[src/rtl/corr_pkg.sv]
package corr_pkg;
  localparam int SAMP_W      = 8;
  localparam int WIPE_W      = 16;
  localparam int FRAC_W      = 31;
  localparam int PH_W        = 32;
  localparam int LUT_AW      = 3;
  localparam int RND_SH      = 7;
  localparam int CHIP_BIT    = 0;
  localparam int CLR_PTR_BIT = 28;

  // Eight-point cosine, amplitude 127.
  function automatic logic signed [SAMP_W-1:0] cos_lut(input logic [LUT_AW-1:0] a);
    logic signed [SAMP_W-1:0] v;
    case (a)
      3'd0:    v = 8'sd127;
      3'd1:    v = 8'sd90;
      3'd2:    v = 8'sd0;
      3'd3:    v = -8'sd90;
      3'd4:    v = -8'sd127;
      3'd5:    v = -8'sd90;
      3'd6:    v = 8'sd0;
      default: v = 8'sd90;
    endcase
    return v;
  endfunction
endpackage

[src/rtl/corr_code_mem.sv]
module corr_code_mem
  import corr_pkg::*;
#(
  parameter int ADDR_W = 6,
  parameter int N_RD   = 3
) (
  input  logic                     clk,
  input  logic                     rst_n,
  input  logic                     prog_we,
  input  logic [31:0]              prog_data,
  input  logic [N_RD*ADDR_W-1:0]   rd_addr,
  output logic [N_RD-1:0]          rd_chip
);
  localparam int DEPTH = 1 << ADDR_W;

  logic [DEPTH-1:0]  mem_q, mem_d;
  logic [ADDR_W-1:0] ptr_q, ptr_d;
  logic              unused_prog;

  assign unused_prog = ^prog_data;

  always_comb begin
    mem_d = mem_q;
    ptr_d = ptr_q;
    if (prog_data[CLR_PTR_BIT]) begin
      ptr_d = '0;
    end else begin
      mem_d[ptr_q] = prog_data[CHIP_BIT];
      ptr_d        = ptr_q + 1'b1;
    end
  end

  always_ff @(posedge clk or negedge rst_n) begin
    if (!rst_n) begin
      mem_q <= '0;
      ptr_q <= '0;
    end else if (prog_we) begin
      mem_q <= mem_d;
      ptr_q <= ptr_d;
    end
  end

  for (genvar g = 0; g < N_RD; g++) begin : g_rd
    assign rd_chip[g] = mem_q[rd_addr[g*ADDR_W +: ADDR_W]];
  end
endmodule

[src/rtl/corr_carrier_nco.sv]
module corr_carrier_nco
  import corr_pkg::*;
(
  input  logic                     clk,
  input  logic                     rst_n,
  input  logic                     load,
  input  logic                     adv,
  input  logic [PH_W-1:0]          phase_init,
  input  logic [PH_W-1:0]          step_init,
  input  logic [PH_W-1:0]          rate_init,
  input  logic signed [SAMP_W-1:0] s_i,
  input  logic signed [SAMP_W-1:0] s_q,
  output logic signed [WIPE_W-1:0] wipe_re,
  output logic signed [WIPE_W-1:0] wipe_im
);
  logic [PH_W-1:0] phase_q, phase_d, step_q, step_d, rate_q, rate_d;
  logic [LUT_AW-1:0] ang;
  logic signed [SAMP_W-1:0] cv, sv;
  logic signed [WIPE_W-1:0] p_ic, p_qs, p_qc, p_is;
  logic signed [WIPE_W:0]   sum_re, sum_im, sh_re, sh_im;
  logic                     unused_sh;

  always_comb begin
    phase_d = phase_q;
    step_d  = step_q;
    rate_d  = rate_q;
    if (load) begin
      phase_d = phase_init;
      step_d  = step_init;
      rate_d  = rate_init;
    end else if (adv) begin
      phase_d = phase_q + step_q;
      step_d  = step_q + rate_q;
    end
  end

  always_ff @(posedge clk or negedge rst_n) begin
    if (!rst_n) begin
      phase_q <= '0;
      step_q  <= '0;
      rate_q  <= '0;
    end else if (load || adv) begin
      phase_q <= phase_d;
      step_q  <= step_d;
      rate_q  <= rate_d;
    end
  end

  always_comb begin
    ang    = phase_q[PH_W-1 -: LUT_AW];
    cv     = cos_lut(ang);
    sv     = cos_lut(ang - 3'd2);
    p_ic   = s_i * cv;
    p_qs   = s_q * sv;
    p_qc   = s_q * cv;
    p_is   = s_i * sv;
    sum_re = {p_ic[WIPE_W-1], p_ic} + {p_qs[WIPE_W-1], p_qs} + 17'sd64;
    sum_im = {p_qc[WIPE_W-1], p_qc} - {p_is[WIPE_W-1], p_is} + 17'sd64;
    sh_re  = sum_re >>> RND_SH;
    sh_im  = sum_im >>> RND_SH;
  end

  assign wipe_re   = sh_re[WIPE_W-1:0];
  assign wipe_im   = sh_im[WIPE_W-1:0];
  assign unused_sh = sh_re[WIPE_W] ^ sh_im[WIPE_W];
endmodule

[src/rtl/corr_tap.sv]
module corr_tap
  import corr_pkg::*;
#(
  parameter int ADDR_W = 6,
  parameter int ACC_W  = 32
) (
  input  logic                     clk,
  input  logic                     rst_n,
  input  logic                     load,
  input  logic                     adv,
  input  logic                     latch,
  input  logic [ADDR_W-1:0]        idx_init,
  input  logic [FRAC_W-1:0]        frac_init,
  input  logic [ADDR_W-1:0]        code_last,
  input  logic [PH_W-1:0]          code_step,
  input  logic                     chip,
  input  logic signed [WIPE_W-1:0] wipe_re,
  input  logic signed [WIPE_W-1:0] wipe_im,
  output logic [ADDR_W-1:0]        idx,
  output logic [ACC_W-1:0]         res_re,
  output logic [ACC_W-1:0]         res_im
);
  logic [ADDR_W-1:0] idx_q, idx_d;
  logic [FRAC_W-1:0] frac_q, frac_d;
  logic [ACC_W-1:0]  acc_re_q, acc_im_q, acc_re_d, acc_im_d, sum_re, sum_im;
  logic [ACC_W-1:0]  res_re_q, res_im_q, ext_re, ext_im;
  logic [PH_W-1:0]   fsum;

  always_comb begin
    ext_re = ACC_W'(wipe_re);
    ext_im = ACC_W'(wipe_im);
    sum_re = chip ? acc_re_q + ext_re : acc_re_q - ext_re;
    sum_im = chip ? acc_im_q + ext_im : acc_im_q - ext_im;
    fsum   = {1'b0, frac_q} + code_step;
    idx_d    = idx_q;
    frac_d   = frac_q;
    acc_re_d = acc_re_q;
    acc_im_d = acc_im_q;
    if (load) begin
      idx_d    = idx_init;
      frac_d   = frac_init;
      acc_re_d = '0;
      acc_im_d = '0;
    end else if (adv) begin
      acc_re_d = sum_re;
      acc_im_d = sum_im;
      frac_d   = fsum[FRAC_W-1:0];
      if (fsum[FRAC_W]) idx_d = (idx_q == code_last) ? '0 : idx_q + 1'b1;
    end
  end

  always_ff @(posedge clk or negedge rst_n) begin
    if (!rst_n) begin
      idx_q    <= '0;
      frac_q   <= '0;
      acc_re_q <= '0;
      acc_im_q <= '0;
    end else if (load || adv) begin
      idx_q    <= idx_d;
      frac_q   <= frac_d;
      acc_re_q <= acc_re_d;
      acc_im_q <= acc_im_d;
    end
  end

  always_ff @(posedge clk or negedge rst_n) begin
    if (!rst_n) begin
      res_re_q <= '0;
      res_im_q <= '0;
    end else if (latch) begin
      res_re_q <= sum_re;
      res_im_q <= sum_im;
    end
  end

  assign idx    = idx_q;
  assign res_re = res_re_q;
  assign res_im = res_im_q;
endmodule

[src/rtl/corr_multitap.sv]
module corr_multitap
  import corr_pkg::*;
#(
  parameter int N_TAPS = 3,
  parameter int ADDR_W = 6,
  parameter int CNT_W  = 16,
  parameter int ACC_W  = 32
) (
  input  logic                        clk,
  input  logic                        rst_n,
  input  logic                        prog_we,
  input  logic [31:0]                 prog_data,
  input  logic [ADDR_W-1:0]           cfg_code_last,
  input  logic [CNT_W-1:0]            cfg_len_m1,
  input  logic [31:0]                 cfg_code_step,
  input  logic [31:0]                 cfg_code_rate,
  input  logic [31:0]                 cfg_carr_phase,
  input  logic [31:0]                 cfg_carr_step,
  input  logic [31:0]                 cfg_carr_rate,
  input  logic [N_TAPS*ADDR_W-1:0]    cfg_tap_index,
  input  logic [N_TAPS*31-1:0]        cfg_tap_frac,
  input  logic                        start,
  input  logic                        s_valid,
  input  logic signed [7:0]           s_i,
  input  logic signed [7:0]           s_q,
  output logic                        done,
  output logic [N_TAPS*ACC_W-1:0]     res_re,
  output logic [N_TAPS*ACC_W-1:0]     res_im
);
  logic              active_q, active_d, done_q, done_d;
  logic [CNT_W-1:0]  cnt_q, cnt_d, len_q, len_d;
  logic [ADDR_W-1:0] last_q, last_d;
  logic [PH_W-1:0]   cstep_q, cstep_d, crate_q, crate_d;
  logic              adv, fin;
  logic [N_TAPS*ADDR_W-1:0] tap_idx;
  logic [N_TAPS-1:0]        tap_chip;
  logic signed [WIPE_W-1:0] wipe_re, wipe_im;

  assign adv = active_q && s_valid && !start;
  assign fin = adv && (cnt_q == len_q);

  always_comb begin
    active_d = active_q;
    done_d   = done_q;
    cnt_d    = cnt_q;
    len_d    = len_q;
    last_d   = last_q;
    cstep_d  = cstep_q;
    crate_d  = crate_q;
    if (start) begin
      active_d = 1'b1;
      done_d   = 1'b0;
      cnt_d    = '0;
      len_d    = cfg_len_m1;
      last_d   = cfg_code_last;
      cstep_d  = cfg_code_step;
      crate_d  = cfg_code_rate;
    end else if (adv) begin
      cnt_d   = cnt_q + 1'b1;
      cstep_d = cstep_q + crate_q;
      if (fin) begin
        active_d = 1'b0;
        done_d   = 1'b1;
      end
    end
  end

  always_ff @(posedge clk or negedge rst_n) begin
    if (!rst_n) begin
      active_q <= 1'b0;
      done_q   <= 1'b0;
      cnt_q    <= '0;
      len_q    <= '0;
      last_q   <= '0;
      cstep_q  <= '0;
      crate_q  <= '0;
    end else if (start || adv) begin
      active_q <= active_d;
      done_q   <= done_d;
      cnt_q    <= cnt_d;
      len_q    <= len_d;
      last_q   <= last_d;
      cstep_q  <= cstep_d;
      crate_q  <= crate_d;
    end
  end

  corr_code_mem #(.ADDR_W(ADDR_W), .N_RD(N_TAPS)) u_mem (
    .clk(clk), .rst_n(rst_n), .prog_we(prog_we), .prog_data(prog_data),
    .rd_addr(tap_idx), .rd_chip(tap_chip)
  );

  corr_carrier_nco u_nco (
    .clk(clk), .rst_n(rst_n), .load(start), .adv(adv),
    .phase_init(cfg_carr_phase), .step_init(cfg_carr_step), .rate_init(cfg_carr_rate),
    .s_i(s_i), .s_q(s_q), .wipe_re(wipe_re), .wipe_im(wipe_im)
  );

  for (genvar t = 0; t < N_TAPS; t++) begin : g_tap
    corr_tap #(.ADDR_W(ADDR_W), .ACC_W(ACC_W)) u_tap (
      .clk(clk), .rst_n(rst_n), .load(start), .adv(adv), .latch(fin),
      .idx_init(cfg_tap_index[t*ADDR_W +: ADDR_W]),
      .frac_init(cfg_tap_frac[t*FRAC_W +: FRAC_W]),
      .code_last(last_q), .code_step(cstep_q), .chip(tap_chip[t]),
      .wipe_re(wipe_re), .wipe_im(wipe_im),
      .idx(tap_idx[t*ADDR_W +: ADDR_W]),
      .res_re(res_re[t*ACC_W +: ACC_W]),
      .res_im(res_im[t*ACC_W +: ACC_W])
    );
  end

  assign done = done_q;
endmodule

[config.mk]
export PLATFORM = sky130hd
export DESIGN_NAME = corr_multitap
export DESIGN_NICKNAME = d
export VERILOG_FILES = /design/src/rtl/corr_pkg.sv /design/src/rtl/corr_code_mem.sv /design/src/rtl/corr_carrier_nco.sv /design/src/rtl/corr_tap.sv /design/src/rtl/corr_multitap.sv
export SDC_FILE = /design/constraint.sdc
export NUM_CORES = 2
export LEC_CHECK = 0
export ABC_AREA = 1
export BUFFER_PORTS_ARGS = -buffer_cell sky130_fd_sc_hd__buf_2
export CAP_MARGIN = 20
export CORE_MARGIN = 5
export CORE_UTILIZATION = 55
export DETAILED_ROUTE_END_ITERATION = 8
export PLACE_DENSITY = 0.74
export SKIP_CTS_REPAIR_TIMING = 1
export SLEW_MARGIN = 20
export SYNTH_ARGS = -nofsm -noshare
export SYNTH_HDL_FRONTEND = slang
export SYNTH_HIERARCHICAL = 1
export SYNTH_SLANG_ARGS = --single-unit
export TNS_END_PERCENT = 50
[constraint.sdc]
create_clock -name clk -period 18.8 [get_ports clk]
set_input_delay 3.76 -clock clk [delete_from_list [all_inputs] [get_ports clk]]
set_output_delay 3.76 -clock clk [all_outputs]
set_load 0.03 [all_outputs]
==> impl_metrics.yaml <==
clock_network:
  clock_latency_ps: 710
  h-tree-depth: 3
  numCtsBuffers: 92
  numClockSinks: 765
  cts.clk_slew.worst_paths_ps: 60
  root_buffer: "clkbuf_16"
  cts_tree: "yes"
  clk_path_buf_depth: 3
timing:
  max_freq_ghz: 0.07696
  final-setup-viol-count: 0
  drv_slew: 0
  skew_ps: 40.88
  tightest_slew_ps: 1127
  hold_viol: 0
  fin_tns_setup_ps: 0
  slew_headroom_pct: 24.79
  holdWs_ps: 475.3
  fin_crit_sh_pct: 69.12
  rsz0062_at_grt: "no"
  fin_crit_ps: 12990
status:
  status: "finished clean"
route:
  wl_per_cell_um: 19.80
  viasPerCell: 5.619
  drt-total-wl_um: 244400
  route.detailed.drc: 0
  vias: 69350
  firstDrtPassIters: 6
  drt_iter0_drc: 6201
  antenna_left: 0
floorplanning:
  rows: 131
  num_io_pins: 539
  fp.dieW_um: 367.7
  dieArea_um2: 135200
  start_util_pct: 55.26
  chipHeight_um: 367.7
  core_area_um2: 127400
logic_synthesis:
  yosys_warnings: 6
  syn-num-nets: 11360
  synth-edff-count: 0
  syn-instance-count: 10200
  synth-seq-cells: 765
  synth_flop_cell: "dfrtp_1"
  async_reset_ff_share_pct: 100.0
  ys_types: 61
  ys_seq_area_share_pct: 27.20
  avgSynthCellArea_um2: 6.900
  synth_area_um2: 70370
final_layout:
  fin_nets: 11760
  utilization_pct: 60.99
  multi_input_area_um2: 45280
  design_area_um2: 77670
  seq_area_um2: 19140
  fillCellCount: 12030
  drive_gt1_share_pct: 8.643
  area_growth_pct: 10.37
global_routing:
  grt_overflow: 0
  grt_max_degree: 125
  grt_util_all_layers_pct: 35.50
  grt_pass1_vias: 67520
  grt_pass1_wl_um: 378800
  antenna_found_initial: 28
placement:
  placed_area_um2: 74390
  gp_congestion: 1.025
  dpl.hpwl_um: 191200
  place.port_buffers: 508
setup_path:
  startpoint_type: "input pin"
  crit_slowest_cell: "fa_1"
  crit_arrival_ps: 13580
  crit_fanout: 55
  critPathMaxStageDelay_ps: 560
  cpMostUsedCell: "inv_1"
  reg2regPathDepth: 40
  end_kind: "flop"
  critPathRequiredTime_ps: 19390
  worstSetupPathType: "in -> reg"
min_path:
  min_path_type: "reg -> reg"
  hold-path-cell-count: 2
run:
  cap_violations: 0
-- cells in the mapped netlist, drive strengths merged, types with 107 or more instances --
master,n,area (um^2)
clkbuf,163,611.8
buf,107,581.8
nor2,816,3203
dfrtp,765,19140
ha,543,6794
nand2,3390,12840
inv,1288,4835
fa,273,5465
xor2,162,1419
xnor2,169,1480
o21ai,515,2592
nand3,799,4074
a21oi,640,3218
-- cell usage in the layout, fill, tap and decap left out, types with 14 or more instances in the layout --
cell       instances
xnor2_1          168
buf_2            506
buf_4             63
a22oi_1           48
clkbuf_16         95
nand4_1           36
inv_1           1250
nand3_1          790
nor3_1            86
nor2_4            15
a22o_1            17
and2_1            28
inv_2             36
mux2_2            31
dfrtp_1          765
o21a_1            29
nor2_2            22
clkbuf_8          20
nand3b_1          52
o21bai_1          43
o21ai_0          480
nor2_1           777
xor2_1           161
nand2_1         3355
fa_1             273
o211ai_1          22
ha_1             543
nand2_2           28
a21oi_1          636
o21ai_1           31
clkinv_2          14
a31oi_1           69
a21o_1            28
-- worst max-delay path: cells and delay by family --
kind | cells | cell delay (ps)
AOI/OAI and AO/OA | 4 | 1150
and+or+nand+nor | 17 | 3500
buffers and inverters | 10 | 1290
adders and majority gates | 8 | 3850
-- worst paths after layout --
kind                                      startpoint                   endpoint  slack [ps]
setup reg to reg                   u_nco/phase_q[29]  g_tap[2].u_tap/res_re[31]        7170
min in group asynchronous                      rst_n             u_mem/ptr_q[5]        3150
hold reg to reg            g_tap[0].u_tap/res_re[30]  g_tap[0].u_tap/res_re[30]         480
hold / removal             g_tap[0].u_tap/res_re[30]  g_tap[0].u_tap/res_re[30]         480
setup / recovery                              s_i[7]  g_tap[2].u_tap/res_re[31]        5810
max in group asynchronous                      rst_n  g_tap[2].u_tap/res_re[31]       12580
-- layer usage --
layer	vias to the layer above	global-route usage (%)	wire length (um)
met5	-	0	82
met4	14	14.67	11370
met3	499	7.626	22630
met2	2763	54.40	104600
met1	32580	49.05	105700
li1	33490	-	-
-- cell families (layout without fill, tap and decap cells) --
logic type,Yosys count,after routing,synth area share (%)
buf+inv,1561,2030,8.582
compound gates,1442,1442,11.25
fa+ha+maj,816,816,17.42
mux,31,31,0.4960
other cells,0,11,0
xor+xnor,331,331,4.120
simple gates,5253,5253,30.93
flops,765,765,27.20
-- per-stage QoR --
stage / setup WS, ps / instances
after floorplan: 6983 / 10200
after global placement: 5402 / 12160
after detailed placement: 5357 / 12160
after CTS: 6064 / 12330
after global routing: 5082 / 12340
final: 5806 / 12340
-- final cells by class --
| cell class | instances | area share [%] |
|---|---|---|
| multi-input cells | 7873 | 58.29 |
| flip-flops and latches | 765 | 24.65 |
| inverters | 1291 | 6.242 |
| repair buffers | 572 | 3.934 |
| clock buffers | 125 | 3.463 |
| well taps | 1662 | 2.677 |
| clock inverters | 42 | 0.7120 |
| diodes | 11 | 0.03544 |
-- registers in the layout, summed over array words and instances (netlist names) --
name	cells
g_tap.u_tap/acc_im_q	96
cnt_q	16
u_nco/step_q	32
g_tap.u_tap/frac_q	93
done	1
u_nco/phase_q	32
g_tap.u_tap/res_re	96
active_q	1
len_q	16
g_tap.u_tap/idx	18
g_tap.u_tap/acc_re_q	96
last_q	6
u_mem/mem_q	64
g_tap.u_tap/res_im	96
u_mem/ptr_q	6
crate_q	32
u_nco/rate_q	32
cstep_q	32
Power is not shown: default switching activity piles up to over one toggle a cycle in this logic, so the estimate is an artifact.
